===== src/rtl/scl_sync_pkg.sv =====
package scl_sync_pkg;

  // Line view held by the controller.
  typedef enum logic [1:0] {
    ST_HIGH     = 2'd0,  // wire seen high, not driving
    ST_EXT_LOW  = 2'd1,  // wire low from someone else, no request
    ST_DRIVE    = 2'd2,  // holding the wire low
    ST_REL_WAIT = 2'd3   // released, wire not yet seen high
  } scl_state_e;

  localparam int unsigned SYNC_STAGES_DEF = 2;

endpackage


===== src/rtl/scl_bit_sync.sv =====
module scl_bit_sync #(
  parameter int unsigned STAGES  = 2,
  parameter logic        RST_VAL = 1'b0
) (
  input  logic clk,
  input  logic rst_n,
  input  logic d,
  output logic q
);

  logic [STAGES-1:0] chain_q;
  logic [STAGES-1:0] chain_d;

  always_comb begin
    chain_d = {chain_q[STAGES-2:0], d};
  end

  always_ff @(posedge clk or negedge rst_n) begin
    if (!rst_n) chain_q <= {STAGES{RST_VAL}};
    else        chain_q <= chain_d;
  end

  assign q = chain_q[STAGES-1];

endmodule


===== src/rtl/scl_rel_reg.sv =====
module scl_rel_reg (
  input  logic clk,
  input  logic rst_n,
  input  logic wr_en,
  input  logic wr_data,
  output logic rel_q
);

  logic rel_d;

  always_comb begin
    rel_d = rel_q;
    if (wr_en) rel_d = wr_data;
  end

  always_ff @(posedge clk or negedge rst_n) begin
    if (!rst_n) rel_q <= 1'b1;
    else        rel_q <= rel_d;
  end

  assert_write_load_R2: assert property (@(posedge clk) disable iff (!rst_n)
    wr_en |=> (rel_q == $past(wr_data)));

  assert_write_hold_R2: assert property (@(posedge clk) disable iff (!rst_n)
    !wr_en |=> $stable(rel_q));

endmodule


===== src/rtl/scl_sync_fsm.sv =====
module scl_sync_fsm
  import scl_sync_pkg::*;
(
  input  logic clk,
  input  logic rst_n,
  input  logic rel_bit,
  input  logic pull_req,
  input  logic scl_s,
  output logic scl_oe,
  output logic scl_high
);

  scl_state_e state_q, state_d;
  logic       want_low;

  assign want_low = pull_req | ~rel_bit;

  always_comb begin
    state_d = state_q;
    unique case (state_q)
      ST_HIGH: begin
        if (!scl_s) state_d = want_low ? ST_DRIVE : ST_EXT_LOW;
      end
      ST_EXT_LOW: begin
        if (scl_s)         state_d = ST_HIGH;
        else if (want_low) state_d = ST_DRIVE;
      end
      ST_DRIVE: begin
        if (!want_low) state_d = ST_REL_WAIT;
      end
      ST_REL_WAIT: begin
        if (scl_s)         state_d = ST_HIGH;
        else if (want_low) state_d = ST_DRIVE;
      end
      default: state_d = ST_REL_WAIT;
    endcase
  end

  always_ff @(posedge clk or negedge rst_n) begin
    if (!rst_n) state_q <= ST_REL_WAIT;
    else        state_q <= state_d;
  end

  assign scl_oe   = (state_q == ST_DRIVE);
  assign scl_high = (state_q == ST_HIGH);

  assert_drive_joins_low_R4: assert property (@(posedge clk) disable iff (!rst_n)
    $rose(scl_oe) |-> !$past(scl_s));

  assert_low_request_taken_R4: assert property (@(posedge clk) disable iff (!rst_n)
    (!scl_oe && !scl_s && want_low) |=> scl_oe);

  assert_no_drive_on_high_R3: assert property (@(posedge clk) disable iff (!rst_n)
    (!scl_oe && scl_s) |=> !scl_oe);

  assert_drive_held_R5: assert property (@(posedge clk) disable iff (!rst_n)
    (scl_oe && want_low) |=> scl_oe);

  assert_drive_dropped_R6: assert property (@(posedge clk) disable iff (!rst_n)
    (scl_oe && !want_low) |=> !scl_oe);

  assert_high_after_release_R7: assert property (@(posedge clk) disable iff (!rst_n)
    $rose(scl_high) |-> ($past(scl_s) && !$past(scl_oe)));

  assert_high_clears_R9: assert property (@(posedge clk) disable iff (!rst_n)
    (scl_high && !scl_s) |=> !scl_high);

endmodule


===== src/rtl/scl_clk_sync.sv =====
module scl_clk_sync #(
  parameter int unsigned SYNC_STAGES = scl_sync_pkg::SYNC_STAGES_DEF
) (
  input  logic clk,
  input  logic rst_n,
  input  logic rel_wr,
  input  logic rel_wdata,
  input  logic pull_req,
  input  logic scl_in,
  output logic scl_oe,
  output logic scl_high,
  output logic rel_rdata
);

  logic scl_s;
  logic rel_bit;

  scl_bit_sync #(
    .STAGES  (SYNC_STAGES),
    .RST_VAL (1'b0)
  ) u_sync (
    .clk   (clk),
    .rst_n (rst_n),
    .d     (scl_in),
    .q     (scl_s)
  );

  scl_rel_reg u_rel (
    .clk     (clk),
    .rst_n   (rst_n),
    .wr_en   (rel_wr),
    .wr_data (rel_wdata),
    .rel_q   (rel_bit)
  );

  scl_sync_fsm u_fsm (
    .clk      (clk),
    .rst_n    (rst_n),
    .rel_bit  (rel_bit),
    .pull_req (pull_req),
    .scl_s    (scl_s),
    .scl_oe   (scl_oe),
    .scl_high (scl_high)
  );

  assign rel_rdata = rel_bit;

endmodule


===== config.mk =====
export PLATFORM = sky130hd
export DESIGN_NAME = scl_clk_sync
export DESIGN_NICKNAME = d
export VERILOG_FILES = /design/src/rtl/scl_sync_pkg.sv /design/src/rtl/scl_bit_sync.sv /design/src/rtl/scl_rel_reg.sv /design/src/rtl/scl_sync_fsm.sv /design/src/rtl/scl_clk_sync.sv
export SDC_FILE = /design/constraint.sdc
export NUM_CORES = 1
export LEC_CHECK = 0
export BUFFER_PORTS_ARGS = -buffer_cell sky130_fd_sc_hd__buf_2
export CAP_MARGIN = 5
export CORE_AREA = 2 2 39 41
export CTS_CLUSTER_SIZE = 25
export DETAILED_ROUTE_END_ITERATION = 10
export DIE_AREA = 0 0 41 43
export GPL_ROUTABILITY_DRIVEN = 0
export PLACE_DENSITY = 0.32
export SETUP_SLACK_MARGIN = 0.15
export SLEW_MARGIN = 20
export SYNTH_ARGS = -nofsm -noshare
export SYNTH_HDL_FRONTEND = slang
export SYNTH_SLANG_ARGS = --single-unit

===== constraint.sdc =====
create_clock -name clk -period 0.9 [get_ports clk]
set_input_delay 0.045 -clock clk [delete_from_list [all_inputs] [get_ports clk]]
set_output_delay 0.045 -clock clk [all_outputs]
set_load 0.005 [all_outputs]

=== Word level (Yosys, flattened, before mapping) ===
Index checks and enable logic that the tools add are counted.

* Flip-flop bits (word level): 5

* Equality and inequality tests: 6
* Muxes and demuxes: 6
* Bitwise operators: 2
* Reductions and logical operators: 3

{| class="wikitable"
|+ Operators by type and width
! kind !! count
|-
| 2-bit 2-to-1 mux || 5
|-
| 2-bit one-hot mux with 3 select lines || 1
|-
| 2-bit equality test (second input constant) || 2
|-
| 2-bit != test (second input constant) || 2
|-
| 3-bit by 1-bit != test with 1-bit output (second input constant) || 1
|-
| 3-bit AND reduction || 1
|-
| 2-bit by 1-bit equality test with 1-bit output (second input constant) || 1
|-
| 2-bit logical NOT || 1
|-
| 2-bit OR reduction || 1
|-
| 1-bit inverter || 1
|-
| 1-bit OR || 1
|}

=== Logic depth before layout (Yosys ltp) ===
* Depth after elaboration: 5
* Depth in mapped cells: 2
* Depth with buffers taken out: 2

=== Hierarchy ===
From an unflattened synthesis, not the netlist that was laid out.

* Cell total of the unflattened synthesis: 13
* Area total of the unflattened synthesis: 187.7 um^2

{| class="wikitable"
|+ Modules (own cells, without submodules)
! module !! instances !! cells each !! area an instance (um^2)
|-
| scl_sync_fsm || 1 || 9 || 96.3
|-
| scl_bit_sync || 1 || 2 || 50.0
|-
| scl_rel_reg || 1 || 2 || 41.3
|}

=== Least setup slack after synthesis ===
OpenSTA, ideal clock, no wires.

* Kind: register -> register
* Start point: register u_rel.rel_q
* End point: register with a tool-made name
* Library setup time: 78 ps
* Arrival time: 736 ps
* Required time: 822 ps
* Path slack: 86 ps
* Stages on the path, launching flop included: 3
* Path buffers: 0
* Period minus slack after synthesis: 814 ps
* Path through: dfstp_2 -> nand2b_1 -> a2bb2oi_2

{| class="wikitable"
|+ RTL lines
! element !! line !! source
|-
| start: declaration || scl_rel_reg.sv:6 || <nowiki>output logic rel_q</nowiki>
|-
| start signal: assignment || scl_rel_reg.sv:18 || <nowiki>else rel_q <= rel_d;</nowiki>
|}

=== Final worst setup path ===
* Start point: register u_fsm.state_q[0]
* End point: output scl_oe

* Cells in the longest elaborated chain, start to end: 1

{| class="wikitable"
|+ RTL lines
! element !! line !! source
|-
| start: declaration || scl_sync_fsm.sv:13 || <nowiki>scl_state_e state_q, state_d;</nowiki>
|-
| start signal: assignment || scl_sync_fsm.sv:41 || <nowiki>else state_q <= state_d;</nowiki>
|-
| 2-bit equality test || scl_sync_fsm.sv:44 || <nowiki>assign scl_oe = (state_q == ST_DRIVE);</nowiki>
|-
| end: declaration || scl_clk_sync.sv:10 || <nowiki>output logic scl_oe,</nowiki>
|}

No other way between the ends.

==> results.sh <==
export IMPL_grt_pass1_wl_um=462
export IMPL_synth_top_family_by_area="compound AO/OA/AOI/OAI gates"
export IMPL_num_vias=140
export IMPL_p_clk_frac=0.385
export IMPL_clk_latency_ns=0.24
export IMPL_cpMaxStageDelayCell="dfstp_2"
export IMPL_cts_root_buf="clkbuf_4"
export IMPL_chipHeight_um=43
export IMPL_path_clk_slew_ns=0.04
export IMPL_cts_tree="yes"
export IMPL_die_area_um2=1760
export IMPL_ios=9
export IMPL_path_cells="nand2b_4, inv_2, buf_6"
export IMPL_power_frac_seq=0.418
export IMPL_wl_per_cell_um=7.36
export IMPL_finalPower_mw=0.653
export IMPL_combPwrFrac=0.197
export IMPL_muxShareOfSynthArea=0.0588
export IMPL_violations="negative setup slack"
export IMPL_syn_to_final_growth_pct=66.7
export IMPL_synth_adder_area_share=0
export IMPL_hold_depth=2
export IMPL_drc=0
export IMPL_leakagePower_nw=0.146
export IMPL_relSlewSlack=0.910
export IMPL_crit_arrival_ns=1.01
export IMPL_clock_sinks=5
export IMPL_worst_slew_pin_slew_ns=0.135
export IMPL_netlist_area_um2=191
export IMPL_antenna_cells=0
export IMPL_firstDrtPassIters=1
export IMPL_start_kind="flop"
export IMPL_rsz0062_at_grt="true"
export IMPL_crit_type="reg -> out"
export IMPL_grt_antenna_before_repair=0
export IMPL_placementRows=14
export IMPL_synth_warning_count=0
export IMPL_ant_nets=0
export IMPL_p_sw_mw=0.144
export IMPL_wirelength_um=324
export IMPL_cts_buffers=3
export IMPL_grt_pass1_vias=133
export IMPL_layout_nets=35
export IMPL_cp_end_kind="output port"
export IMPL_final_area_um2=319
export IMPL_synth_compound_area_share=0.124
export IMPL_worstPathRequired_ns=0.85
export IMPL_synth_nets=18
export IMPL_cts_max_level=1
export IMPL_yosys_area_share_xor_xnor=0
export IMPL_die_w_um=41
export IMPL_io_buffers=8
export IMPL_maxSlewViolCount=0
export IMPL_critPathMaxStageDelay_ns=0.52
export IMPL_synthCells=12
export IMPL_drv_cap=0
export IMPL_sw_frac_of_total=0.221
export IMPL_yosys_area_share_simple=0.124
export IMPL_setup_viol=5
export IMPL_fmax_mhz=947
export IMPL_grt_max_degree=6
export IMPL_layout_commonest_cell="buf_2"
export IMPL_first_iter_violations=0
export IMPL_synth_seq_cells=5
export IMPL_dpl_instance_area_um2=251
export IMPL_fin_crit_sh=1.17
export IMPL_synth_seq_area_share=0.673
export IMPL_power_internal_mw=0.509
export IMPL_layout_common_cells="buf_2, dfstp_2, clkbuf_4"
export IMPL_clockBufferDepth=2
export IMPL_nFillCells=158
export IMPL_core_um2=1380
export IMPL_avgViaCountPerCell=3.18
export IMPL_avgSynthCellArea_um2=16.0
export IMPL_drive_gt1_frac=0.750
export IMPL_period_minus_slack_ns=1.06
export IMPL_power_density_nw_per_um2=2050
export IMPL_grt_usage=0.0454
export IMPL_fin_worst_skew_ns=0.00192
export IMPL_reg2reg_depth=3
export IMPL_min_path_type="in -> reg"
export IMPL_ir_drop_mv=1.08
export IMPL_crit_fanout=2
export IMPL_ys_types=9
export IMPL_status="finished with violations"
export IMPL_initial_utilization=0.138
export IMPL_setup_slack_ns=-0.156
export IMPL_grt_ovfl_total=0
export IMPL_hold_viol=0
cell type report:
cell class,instances,area (µm²),area share
sequential,5,129,0.404
inverter,1,3.75,0.0118
multi-input combinational,6,58.8,0.184
clock buffer,4,26.3,0.0824
tap,16,20.0,0.0627
timing repair buffer,12,81.3,0.255
metrics by stage:
| step | setup TNS [ns] | setup slack [ns] | std cells | util | hold slack [ns] |
|---|---|---|---|---|---|
| 3_3_place_gp | 0 | 0.0665 | 36 | 0.182 | -0.137 |
| 6_report | -0.344 | -0.156 | 44 | 0.231 | 0.0411 |
| 5_1_grt | -0.526 | -0.199 | 44 | 0.231 | 0.0344 |
| 4_1_cts | -0.437 | -0.170 | 43 | 0.221 | 0.0356 |
| 3_5_place_dp | 0 | 0.0590 | 36 | 0.182 | -0.134 |
| 2_1_floorplan | 0 | 0.0861 | 12 | - | -0.251 |
path summary, 6_finish.rpt:
check                                              from                          end  slack (ns)
setup / recovery           u_fsm.state_q[0]$_DFFE_PN1P_                       scl_oe       -0.16
hold / removal                                rel_wdata      u_rel.rel_q$_DFFE_PN1P_        0.04
setup reg to reg                                   flop                         flop       -0.04
hold reg to reg             u_sync.chain_q[0]$_DFF_PN0_  u_sync.chain_q[1]$_DFF_PN0_        0.35
max in group asynchronous                         rst_n      u_rel.rel_q$_DFFE_PN1P_        0.53
min in group asynchronous                         rst_n  u_sync.chain_q[0]$_DFF_PN0_        0.15
synth_stat cells:
| master | count | share of area |
|---|---|---|
| dfrtp_1 | 2 | 0.26 |
| dfstp_2 | 3 | 0.41 |
| nand2b_1 | 1 | 0.033 |
| nand2b_4 | 1 | 0.072 |
| inv_1 | 1 | 0.020 |
| a21oi_2 | 1 | 0.046 |
| mux2_2 | 1 | 0.059 |
| a2bb2oi_2 | 1 | 0.078 |
| nor2_1 | 1 | 0.020 |
what timing repair did:
action | in CTS | in global routing
endpoints found under the hold margin | 6 | 0
setup endpoints to repair | 5 | 5
buffers inserted | 1 | 1
gates cloned | 0 | 0
resized for setup | 1 | 1
hold buffers | 2 | 0
worst max-delay path, delay by kind of cell, from the launching register on:
kind | cells | cell delay, ns
flip-flops | 1 | 0.52
buffers and inverters | 2 | 0.13
AND/OR/NAND/NOR | 1 | 0.12
kinds of logic (layout without fill, tap and decap cells):
logic type | after synthesis | count (layout)
buffers and inverters | 1 | 17
and+or+nand+nor | 3 | 3
DFF | 5 | 5
muxes | 1 | 1
AOI/OAI and AO/OA | 2 | 2
layer usage:
layer / part of all wire / up-vias / track usage
li1: - / 73 / -
met1: 0.42 / 62 / 0.0327
met2: 0.51 / 5 / 0.0625
met3: 0.071 / 0 / 0.0628
met4: 0 / 0 / 0.0200
met5: 0 / - / 0
power by group through the flow:
stage	Clock [mW]	Sequential, mW	Combinational (mW)
after detailed placement	0	0.278	0.0863
final	0.251	0.273	0.128
after global placement	0	0.277	0.0859
after CTS	0.266	0.275	0.107
after global routing	0.286	0.275	0.140
after floorplan	0	0.276	0.0505
(Power assumes the default switching activity.)
